`src/rtl/reload_timer_pkg.sv`:
```
package reload_timer_pkg;
  localparam int ADDR_W = 3;

  localparam logic [ADDR_W-1:0] A_CTRL   = 3'd0;
  localparam logic [ADDR_W-1:0] A_CMD    = 3'd1;
  localparam logic [ADDR_W-1:0] A_PRE_LO = 3'd2;
  localparam logic [ADDR_W-1:0] A_PRE_HI = 3'd3;
  localparam logic [ADDR_W-1:0] A_RLD_LO = 3'd4;
  localparam logic [ADDR_W-1:0] A_RLD_HI = 3'd5;
  localparam logic [ADDR_W-1:0] A_CNT_LO = 3'd6;
  localparam logic [ADDR_W-1:0] A_CNT_HI = 3'd7;

  localparam int CMD_START = 0;
  localparam int CMD_STOP  = 1;
  localparam int CMD_CLR   = 2;

  typedef struct packed {
    logic gated;
    logic auto_rst;
  } tmr_ctrl_t;
endpackage

```
`src/rtl/reload_timer_regs.sv`:
```
module reload_timer_regs
  import reload_timer_pkg::*;
#(
  parameter int PRESC_W = 12,
  parameter int CNT_W   = 16,
  parameter int DATA_W  = 8
) (
  input  logic               clk,
  input  logic               rst,
  input  logic               wr_en,
  input  logic               rd_en,
  input  logic [ADDR_W-1:0]  addr,
  input  logic [DATA_W-1:0]  wdata,
  output logic [DATA_W-1:0]  rdata,
  input  logic [CNT_W-1:0]   count,
  input  logic               running,
  input  logic               irq,
  output tmr_ctrl_t          ctrl,
  output logic [PRESC_W-1:0] presc,
  output logic [CNT_W-1:0]   reload,
  output logic               start_p,
  output logic               stop_p,
  output logic               clr_p
);
  localparam int PHI_W = PRESC_W - DATA_W;
  localparam int CHI_W = CNT_W - DATA_W;

  logic [CHI_W-1:0]  cnt_shadow;
  logic [DATA_W-1:0] rd_mux;
  logic              cmd_wr;

  assign cmd_wr  = wr_en && (addr == A_CMD);
  assign start_p = cmd_wr && wdata[CMD_START];
  assign stop_p  = cmd_wr && wdata[CMD_STOP];
  assign clr_p   = cmd_wr && wdata[CMD_CLR];

  always_ff @(posedge clk) begin
    if (rst) begin
      ctrl   <= '0;
      presc  <= '0;
      reload <= '0;
    end else if (wr_en) begin
      case (addr)
        A_CTRL:   ctrl <= tmr_ctrl_t'(wdata[1:0]);
        A_PRE_LO: presc[DATA_W-1:0] <= wdata;
        A_PRE_HI: presc[PRESC_W-1:DATA_W] <= wdata[PHI_W-1:0];
        A_RLD_LO: reload[DATA_W-1:0] <= wdata;
        A_RLD_HI: reload[CNT_W-1:DATA_W] <= wdata[CHI_W-1:0];
        default: ;
      endcase
    end
  end

  always_comb begin
    case (addr)
      A_CTRL:   rd_mux = DATA_W'(ctrl);
      A_CMD:    rd_mux = DATA_W'({irq, running});
      A_PRE_LO: rd_mux = presc[DATA_W-1:0];
      A_PRE_HI: rd_mux = DATA_W'(presc[PRESC_W-1:DATA_W]);
      A_RLD_LO: rd_mux = reload[DATA_W-1:0];
      A_RLD_HI: rd_mux = DATA_W'(reload[CNT_W-1:DATA_W]);
      A_CNT_LO: rd_mux = count[DATA_W-1:0];
      default:  rd_mux = DATA_W'(cnt_shadow);
    endcase
  end

  always_ff @(posedge clk) begin
    if (rst) begin
      rdata      <= '0;
      cnt_shadow <= '0;
    end else if (rd_en) begin
      rdata <= rd_mux;
      if (addr == A_CNT_LO) cnt_shadow <= count[CNT_W-1:DATA_W];
    end
  end

  AST_RDATA_HOLD: assert property (@(posedge clk) disable iff (rst)
    !rd_en |=> $stable(rdata));
  AST_SHADOW_ONLY_ON_LO: assert property (@(posedge clk) disable iff (rst)
    !(rd_en && addr == A_CNT_LO) |=> $stable(cnt_shadow));
endmodule

```
`src/rtl/reload_timer_presc.sv`:
```
module reload_timer_presc #(
  parameter int PRESC_W = 12
) (
  input  logic               clk,
  input  logic               rst,
  input  logic [PRESC_W-1:0] presc,
  input  logic               run,
  input  logic               gated,
  input  logic               gate_in,
  input  logic               clear,
  output logic               tick
);
  localparam int PC_W = PRESC_W + 1;

  logic [PC_W-1:0] pcnt;
  logic [PC_W-1:0] lim;
  logic            advance;
  logic            wrap;

  assign lim     = {presc, 1'b0};
  assign advance = run && (!gated || gate_in);
  assign wrap    = (pcnt >= lim);
  assign tick    = advance && wrap && !clear;

  always_ff @(posedge clk) begin
    if (rst || clear) begin
      pcnt <= '0;
    end else if (advance) begin
      if (wrap) pcnt <= '0;
      else      pcnt <= pcnt + PC_W'(1);
    end
  end

  AST_GATE_HOLDS_PRESC: assert property (@(posedge clk) disable iff (rst)
    (run && gated && !gate_in && !clear) |=> $stable(pcnt));
  AST_TICK_NEEDS_RUN: assert property (@(posedge clk) disable iff (rst)
    tick |-> run);
  AST_CLEAR_ZEROES: assert property (@(posedge clk) disable iff (rst)
    clear |=> pcnt == '0);
endmodule

```
`src/rtl/reload_timer_count.sv`:
```
module reload_timer_count #(
  parameter int CNT_W = 16
) (
  input  logic             clk,
  input  logic             rst,
  input  logic [CNT_W-1:0] reload,
  input  logic             auto_rst,
  input  logic             load,
  input  logic             stop,
  input  logic             tick,
  input  logic             clr,
  output logic [CNT_W-1:0] count,
  output logic             running,
  output logic             irq
);
  logic expire;

  assign expire = tick && running && !stop && !load && (count <= CNT_W'(1));

  always_ff @(posedge clk) begin
    if (rst) begin
      count   <= '0;
      running <= 1'b0;
    end else if (stop) begin
      running <= 1'b0;
    end else if (load) begin
      count   <= reload;
      running <= 1'b1;
    end else if (tick && running) begin
      if (expire) begin
        if (auto_rst) begin
          count <= reload;
        end else begin
          count   <= '0;
          running <= 1'b0;
        end
      end else begin
        count <= count - CNT_W'(1);
      end
    end
  end

  always_ff @(posedge clk) begin
    if (rst)         irq <= 1'b0;
    else if (expire) irq <= 1'b1;
    else if (clr)    irq <= 1'b0;
  end

  AST_LOAD_STARTS: assert property (@(posedge clk) disable iff (rst)
    load && !stop |=> running && count == $past(reload));
  AST_ONESHOT_END: assert property (@(posedge clk) disable iff (rst)
    expire && !auto_rst |=> !running && count == '0);
  AST_AUTO_KEEPS_RUN: assert property (@(posedge clk) disable iff (rst)
    expire && auto_rst |=> running);
  AST_STOP_FREEZES: assert property (@(posedge clk) disable iff (rst)
    stop |=> !running && count == $past(count));
  AST_IRQ_STICKY: assert property (@(posedge clk) disable iff (rst)
    irq && !clr |=> irq);
  AST_IRQ_SET_WINS: assert property (@(posedge clk) disable iff (rst)
    expire |=> irq);
endmodule

```
`src/rtl/reload_timer.sv`:
```
module reload_timer
  import reload_timer_pkg::*;
#(
  parameter int PRESC_W = 12,
  parameter int CNT_W   = 16,
  parameter int DATA_W  = 8
) (
  input  logic              clk,
  input  logic              rst,
  input  logic              wr_en,
  input  logic              rd_en,
  input  logic [ADDR_W-1:0] addr,
  input  logic [DATA_W-1:0] wdata,
  output logic [DATA_W-1:0] rdata,
  input  logic              gate_in,
  output logic              irq
);
  tmr_ctrl_t          ctrl;
  logic [PRESC_W-1:0] presc;
  logic [CNT_W-1:0]   reload;
  logic [CNT_W-1:0]   count;
  logic               running;
  logic               start_p, stop_p, clr_p;
  logic               load, tick;

  assign load = start_p && !stop_p;

  reload_timer_regs #(.PRESC_W(PRESC_W), .CNT_W(CNT_W), .DATA_W(DATA_W)) u_regs (
    .clk(clk), .rst(rst), .wr_en(wr_en), .rd_en(rd_en), .addr(addr),
    .wdata(wdata), .rdata(rdata), .count(count), .running(running), .irq(irq),
    .ctrl(ctrl), .presc(presc), .reload(reload),
    .start_p(start_p), .stop_p(stop_p), .clr_p(clr_p)
  );

  reload_timer_presc #(.PRESC_W(PRESC_W)) u_presc (
    .clk(clk), .rst(rst), .presc(presc), .run(running && !stop_p),
    .gated(ctrl.gated), .gate_in(gate_in), .clear(load), .tick(tick)
  );

  reload_timer_count #(.CNT_W(CNT_W)) u_count (
    .clk(clk), .rst(rst), .reload(reload), .auto_rst(ctrl.auto_rst),
    .load(load), .stop(stop_p), .tick(tick), .clr(clr_p),
    .count(count), .running(running), .irq(irq)
  );

  AST_GATED_RUN_HELD: assert property (@(posedge clk) disable iff (rst)
    running && ctrl.gated && !gate_in && !stop_p |=> running);
endmodule

```
`config.mk`:
```
export PLATFORM = sky130hd
export DESIGN_NAME = reload_timer
export DESIGN_NICKNAME = d
export VERILOG_FILES = /design/src/rtl/reload_timer_pkg.sv /design/src/rtl/reload_timer_regs.sv /design/src/rtl/reload_timer_presc.sv /design/src/rtl/reload_timer_count.sv /design/src/rtl/reload_timer.sv
export SDC_FILE = /design/constraint.sdc
export NUM_CORES = 1
export LEC_CHECK = 0
export BUFFER_PORTS_ARGS = -buffer_cell sky130_fd_sc_hd__clkbuf_2
export CORE_ASPECT_RATIO = 0.6
export CORE_MARGIN = 4
export CORE_UTILIZATION = 45
export DETAILED_ROUTE_END_ITERATION = 8
export MAX_ROUTING_LAYER = met4
export PLACE_DENSITY = 0.74
export RECOVER_POWER = 25
export SLEW_MARGIN = 40
export SYNTH_ARGS = -nofsm -noshare
export SYNTH_HDL_FRONTEND = slang
export SYNTH_SLANG_ARGS = --single-unit
```
`constraint.sdc`:
```
create_clock -name clk -period 1.9 [get_ports clk]
set_input_delay 0.095 -clock clk [delete_from_list [all_inputs] [get_ports clk]]
set_output_delay 0.095 -clock clk [all_outputs]
set_load 0.005 [all_outputs]
```
**Word level (Yosys, flattened, before mapping)**

Cells that the tools add are included.

- Add/subtract/negate cells: 2
- Order comparisons: 2
- Equal/unequal tests: 7
- Multiplexer cells: 12
- Bitwise operators: 1
- Reductions and logical operators: 31

Operator list:

| kind | number |
|---|---|
| $mux W16 | 4 |
| $pmux W8 S7 | 1 |
| $le A16 B1 Y1 const B | 1 |
| $sub A16 B1 Y16 const B | 1 |
| $reduce_and A2 Y1 | 7 |
| $add A13 B1 Y13 const B | 1 |
| $ge A13 B13 Y1 | 1 |
| $logic_and A1 B1 Y1 | 13 |
| $mux W13 | 1 |
| $eq A3 B3 Y1 const B | 3 |
| $eq A3 B2 Y1 const B | 2 |
| $mux W1 | 6 |
| $reduce_bool A2 Y1 | 3 |
| $eq A3 B1 Y1 const B | 1 |
| $logic_not A1 Y1 | 3 |
| $logic_not A3 Y1 | 1 |
| $reduce_and A3 Y1 | 1 |
| $logic_or A1 B1 Y1 | 2 |
| $ne A2 B1 Y1 const B | 1 |
| $reduce_or A2 Y1 | 1 |
| $not A1 Y1 | 1 |

- Register bits after elaboration: 77
- Input bits: 16
- Output and inout bits: 9
- Logic and storage cells: 67

**Depth between registers and ports, before layout**

- Depth in word-level cells: 15
- Mapped depth: 10
- Depth with buffers taken out: 8

**By module**

A second synthesis with hierarchy kept.

- Cells, all modules: 517
- Area total of the unflattened synthesis: 4252.8 um^2

By module, submodules not included:

| module | times used | cells an instance | area an instance (um^2) | sequential area each (um^2) |
|---|---|---|---|---|
| reload_timer_regs | 1 | 247 | 2073.2 | 920.9 |
| reload_timer_count | 1 | 154 | 1202.4 | 360.3 |
| reload_timer_presc | 1 | 114 | 964.7 | 260.2 |
| reload_timer | 1 | 2 | 12.5 | 0.0 |

**Worst setup path before layout**

No wires, ideal clock.

- Path type: flip-flop to flip-flop
- Start: reg u_regs.presc[3]
- End: reg u_count.count[3]
- Setup time: 142 ps
- Data arrival time: 1946 ps
- Data required time: 1758 ps
- Setup slack: -188 ps
- Cell stages (with the launch flop): 9
- Buffers on the path: 1
- Period minus slack after synthesis: 2088 ps
- Cells stage by stage: dfxtp_1 -> inv_1 -> ha_1 -> a211o_1 -> o2111ai_1 -> a31oi_1 -> buf_2 -> a41oi_1 -> o221ai_1

- Cells in the longest elaborated chain, start to end: 10
- Elaborated cells between the ends (all ways): 12
- Those cells by class: order compare: 1; mux: 3; reduce/logical: 8

RTL lines:

| what | RTL line | RTL |
|---|---|---|
| start: declaration | reload_timer_regs.sv:19 | `output logic [PRESC_W-1:0] presc,` |
| start signal: indexed assignment | reload_timer_regs.sv:45 | `A_PRE_LO: presc[DATA_W-1:0] <= wdata;` |
| start signal: indexed assignment | reload_timer_regs.sv:46 | `A_PRE_HI: presc[PRESC_W-1:DATA_W] <= wdata[PHI_W-1:0];` |
| $ge A13 B13 Y1 * | reload_timer_presc.sv:22 | `assign wrap = (pcnt >= lim);` |
| $logic_and A1 B1 Y1 * (2 in a row) | reload_timer_presc.sv:23 | `assign tick = advance && wrap && !clear;` |
| $logic_and A1 B1 Y1 * | reload_timer_count.sv:18, reload_timer_count.sv:29 |  |
| $logic_and A1 B1 Y1 (3 in a row) | reload_timer_count.sv:18 | `assign expire = tick && running && !stop && !load && (count <= CNT_W'(1));` |
| $mux W16 | reload_timer_count.sv:30 | `if (expire) begin` |
| $mux W16 | reload_timer_count.sv:29 | `end else if (tick && running) begin` |
| $mux W16 | reload_timer_count.sv:26 | `end else if (load) begin` |
| end signal: assignment | reload_timer_count.sv:27 | `count <= reload;` |
| end signal: assignment | reload_timer_count.sv:32 | `count <= reload;` |
| end signal: assignment | reload_timer_count.sv:38 | `count <= count - CNT_W'(1);` |
| end: declaration | reload_timer_count.sv:12 | `output logic [CNT_W-1:0] count,` |

Every way passes the cells marked *; elsewhere a longest branch is shown, timed or not. The select of a mux whose other input is x is not followed.
A chain may end at the register's enable or synchronous reset.

**Final worst setup path**

- Start: reg u_regs.presc[9]
- End: reg u_count.count[1]

The elaborated chain is that of the path after synthesis.

==> qor.txt <==
Worst-path maximum fanout -> 6
Synth-to-Final Area Change -> 38.1%
Sequential area share after synthesis -> 37.1%
Worst ir drop on vdd -> 0.535 mV
Die Area -> 10900 um^2
P_leak -> 2.39 nW
Syn Area/Cell -> 8.05 um^2
CTS Root Cell -> clkbuf_16
First-pass DRT Iterations -> 7
Highest Clock Rate -> 458 MHz
Worst hold path stage count -> 3
Die height -> 82.4 um
Initial DRC Count -> 612
Arr. time, crit path -> 2.42 ns
PD cells -> 678 nW/um^2
Reg2Reg Setup Slack -> -0.28 ns
Final period util -> 115%
DRT antenna net count -> 0
Hold slack -> 0.0147 ns
Critical Path RT -> 2.13 ns
Clock buffer count from CTS -> 9
Place WS -> -0.318 ns
HP Class -> primary input to flop
Final WS setup -> -0.285 ns
CP endpoint kind -> flop
FF-to-FF path depth -> 9
Fin nets -> 652
Drt total wl -> 14.9 mm
Starting Density -> 47.5%
CTS tree -> yes
Run status -> complete, but fails checks
Layout cell share with drive strength beyond 1 -> 31.9%
Average wire per standard cell -> 20.2 um
Die width -> 132 um
Synth cell types -> 60
Failing checks -> negative setup slack
Pins Over Slew Limit -> 0
Hold Path Sink -> u_regs.presc[3]
Fill count -> 698
Largest net degree at the start of global routing -> 39
Syn nets -> 547
Worst reg2reg startpoint -> u_regs.presc[9]
Top FF cell, synth -> dfxtp_1
Synth area leader -> dfxtp_1
Number of max-cap violations -> 0
Core Region -> 8750 um^2
Synthesis-stage register bit count -> 77
Setup crit start kind -> flop
Crit Path Category -> flop to flop
Hold path startpoint -> wdata[3]
Row count -> 26
Port bufs -> 24
CTS H-tree depth -> 3
Maximum clock path buffer count -> 2
Post-placement cell count -> 714
Endpoints failing hold -> 0
Final Non-Filler Cells -> 739
RSZ-0062 raised after global routing -> yes
Synthesized area -> 4150 um^2
Layout Skew -> 0.00526 ns
Drt via density -> 6.14
Cell count after synthesis -> 516
Worst-Skew Late Latency -> 0.35 ns
Setup violators final -> 31
First-pass GRT wire length -> 22.6 mm
DR DRC count -> 0
Final Critical Period -> 2.18 ns
Clk sinks -> 77
Clk slew on worst S/H paths -> 0.06 ns
Warnings from Yosys -> 0
Top cell type's share of synthesized area -> 37.1%
Vias in the first global route -> 4193
Routability-driven placement congestion ratio -> 0.983
Most frequent cells in the layout -> buf_4, nand2_1, dfxtp_1, nor2_1, a21oi_1
Overall power -> 3.89 mW
Most common cell after layout, fill and taps aside -> buf_4
Post-synth EDFFs -> 0
DP HPWL -> 10.0 mm
Worst Tran Pin Value -> 0.515 ns
Total GRT Usage -> 27.6%
Number of I/O pins -> 25
Vias -> 4539
R2r endpoint -> u_count.count[1]
Total grt overflow -> 0
Antenna violations before repair -> 1
Max_slew headroom -> 65.2%
Top cells by area, synth -> dfxtp_1, nand2_1, a21oi_1
Synth async-reset ratio -> 0%
cell families after synthesis:
| logic type | count (synthesis) | share of synthesized area [%] |
|---|---|---|
| buffers and inverters | 54 | 5.27 |
| multiplexers | 25 | 7.14 |
| AO/OA/AOI/OAI | 118 | 18.7 |
| adder cells (fa/ha/maj) | 15 | 4.52 |
| flip-flops | 77 | 37.1 |
| XOR/XNOR | 12 | 2.53 |
| AND/OR/NAND/NOR | 215 | 24.7 |
area by class of cell:
type / count / area, um^2 / area share, %
Multi-Input combinational cell: 385 / 2690 / 46.9
Clock inverter: 5 / 60.1 / 1.05
Sequential cell: 77 / 1560 / 27.1
Timing Repair Buffer: 124 / 955 / 16.6
Tap cell: 112 / 140 / 2.44
Inverter: 24 / 90.1 / 1.57
Antenna cell: 1 / 2.50 / 0.0436
Clock buffer: 11 / 243 / 4.23
cell usage after synthesis (all sizes together) (6+ instances only):
master and n:
a211o 6, ha 15, nand2 77, mux2i 18
clkbuf 18, xor2 9, dfxtp 77, a22oi 7
nor2b 6, and3 10, nor3 7, nor2 59
a21oi 45, inv 24, buf 12, nand3 21
o21ai 16
what timing repair did:
| item | CTS | global route |
|---|---|---|
| buffers inserted | 4 | 1 |
| endpoints found under the setup margin | 31 | 31 |
| gates resized for setup | 39 | 26 |
| hold buffers | 0 | 0 |
| cloned | 0 | 3 |
| pin swaps | 16 | 12 |
sequential cells by signal, summed over array words and instances, names as in the netlist, 2 cells and up:
name / count
u_presc.pcnt: 13
u_regs.rdata: 8
u_regs.cnt_shadow: 8
u_regs.presc: 12
u_regs.ctrl: 2
u_regs.reload: 16
u_count.count: 16
worst max-delay path by stage:
| stage | from | end | slack, ns | depth (start not counted) |
|---|---|---|---|---|
| 4_1_cts | u_regs.presc[11] | u_count.count[1] | -0.16 | 8 |
| 6_report | u_regs.presc[9] | u_count.count[1] | -0.28 | 9 |
| 2_1_floorplan | u_count.count[7] | u_count.count[14] | -0.05 | 5 |
| 5_1_grt | u_regs.presc[9] | u_count.count[1] | -0.41 | 9 |
| 3_5_place_dp | u_regs.presc[7] | u_count.count[3] | -0.32 | 9 |
| 3_3_place_gp | u_regs.presc[7] | u_count.count[7] | -0.22 | 9 |
routing by layer:
layer  global-route usage (%)  part of all wire (%)  vias up
li1                         -                     -     2057
met1                     37.2                    43     2128
met2                     39.3                    41      308
met3                     9.14                    13       46
met4                     8.70                   2.4        0
met5                        -                     0        -
worst max-delay path: stages, from the launching register on:
cell and delay, ns:
dfxtp_2 0.32, inv_1 0.05, ha_1 0.31, a21oi_1 0.14, nor2b_1 0.07, o21ai_1 0.29
a31oi_4 0.22, buf_12 0.20, and3_4 0.17, a311o_1 0.32
report_power, final:
| part | internal, mW | switching (mW) | leakage (nW) | total, mW |
|---|---|---|---|---|
| Clock | 1.06 | 0.723 | 0.146 | 1.78 |
| Sequential | 1.64 | 0.0198 | 0.628 | 1.66 |
| Combinational | 0.188 | 0.264 | 1.61 | 0.451 |
| Total | 2.88 | 1.01 | 2.39 | 3.89 |
through the flow:
stage	util [%]	area [um^2]	TNS, ns
2_1_floorplan	-	4200	-0.178
3_3_place_gp	57.4	5030	-4.37
3_5_place_dp	57.4	5030	-5.86
4_1_cts	63.1	5530	-1.76
5_1_grt	65.5	5740	-7.15
6_report	65.5	5740	-5.26
(Power assumes the default switching activity.)
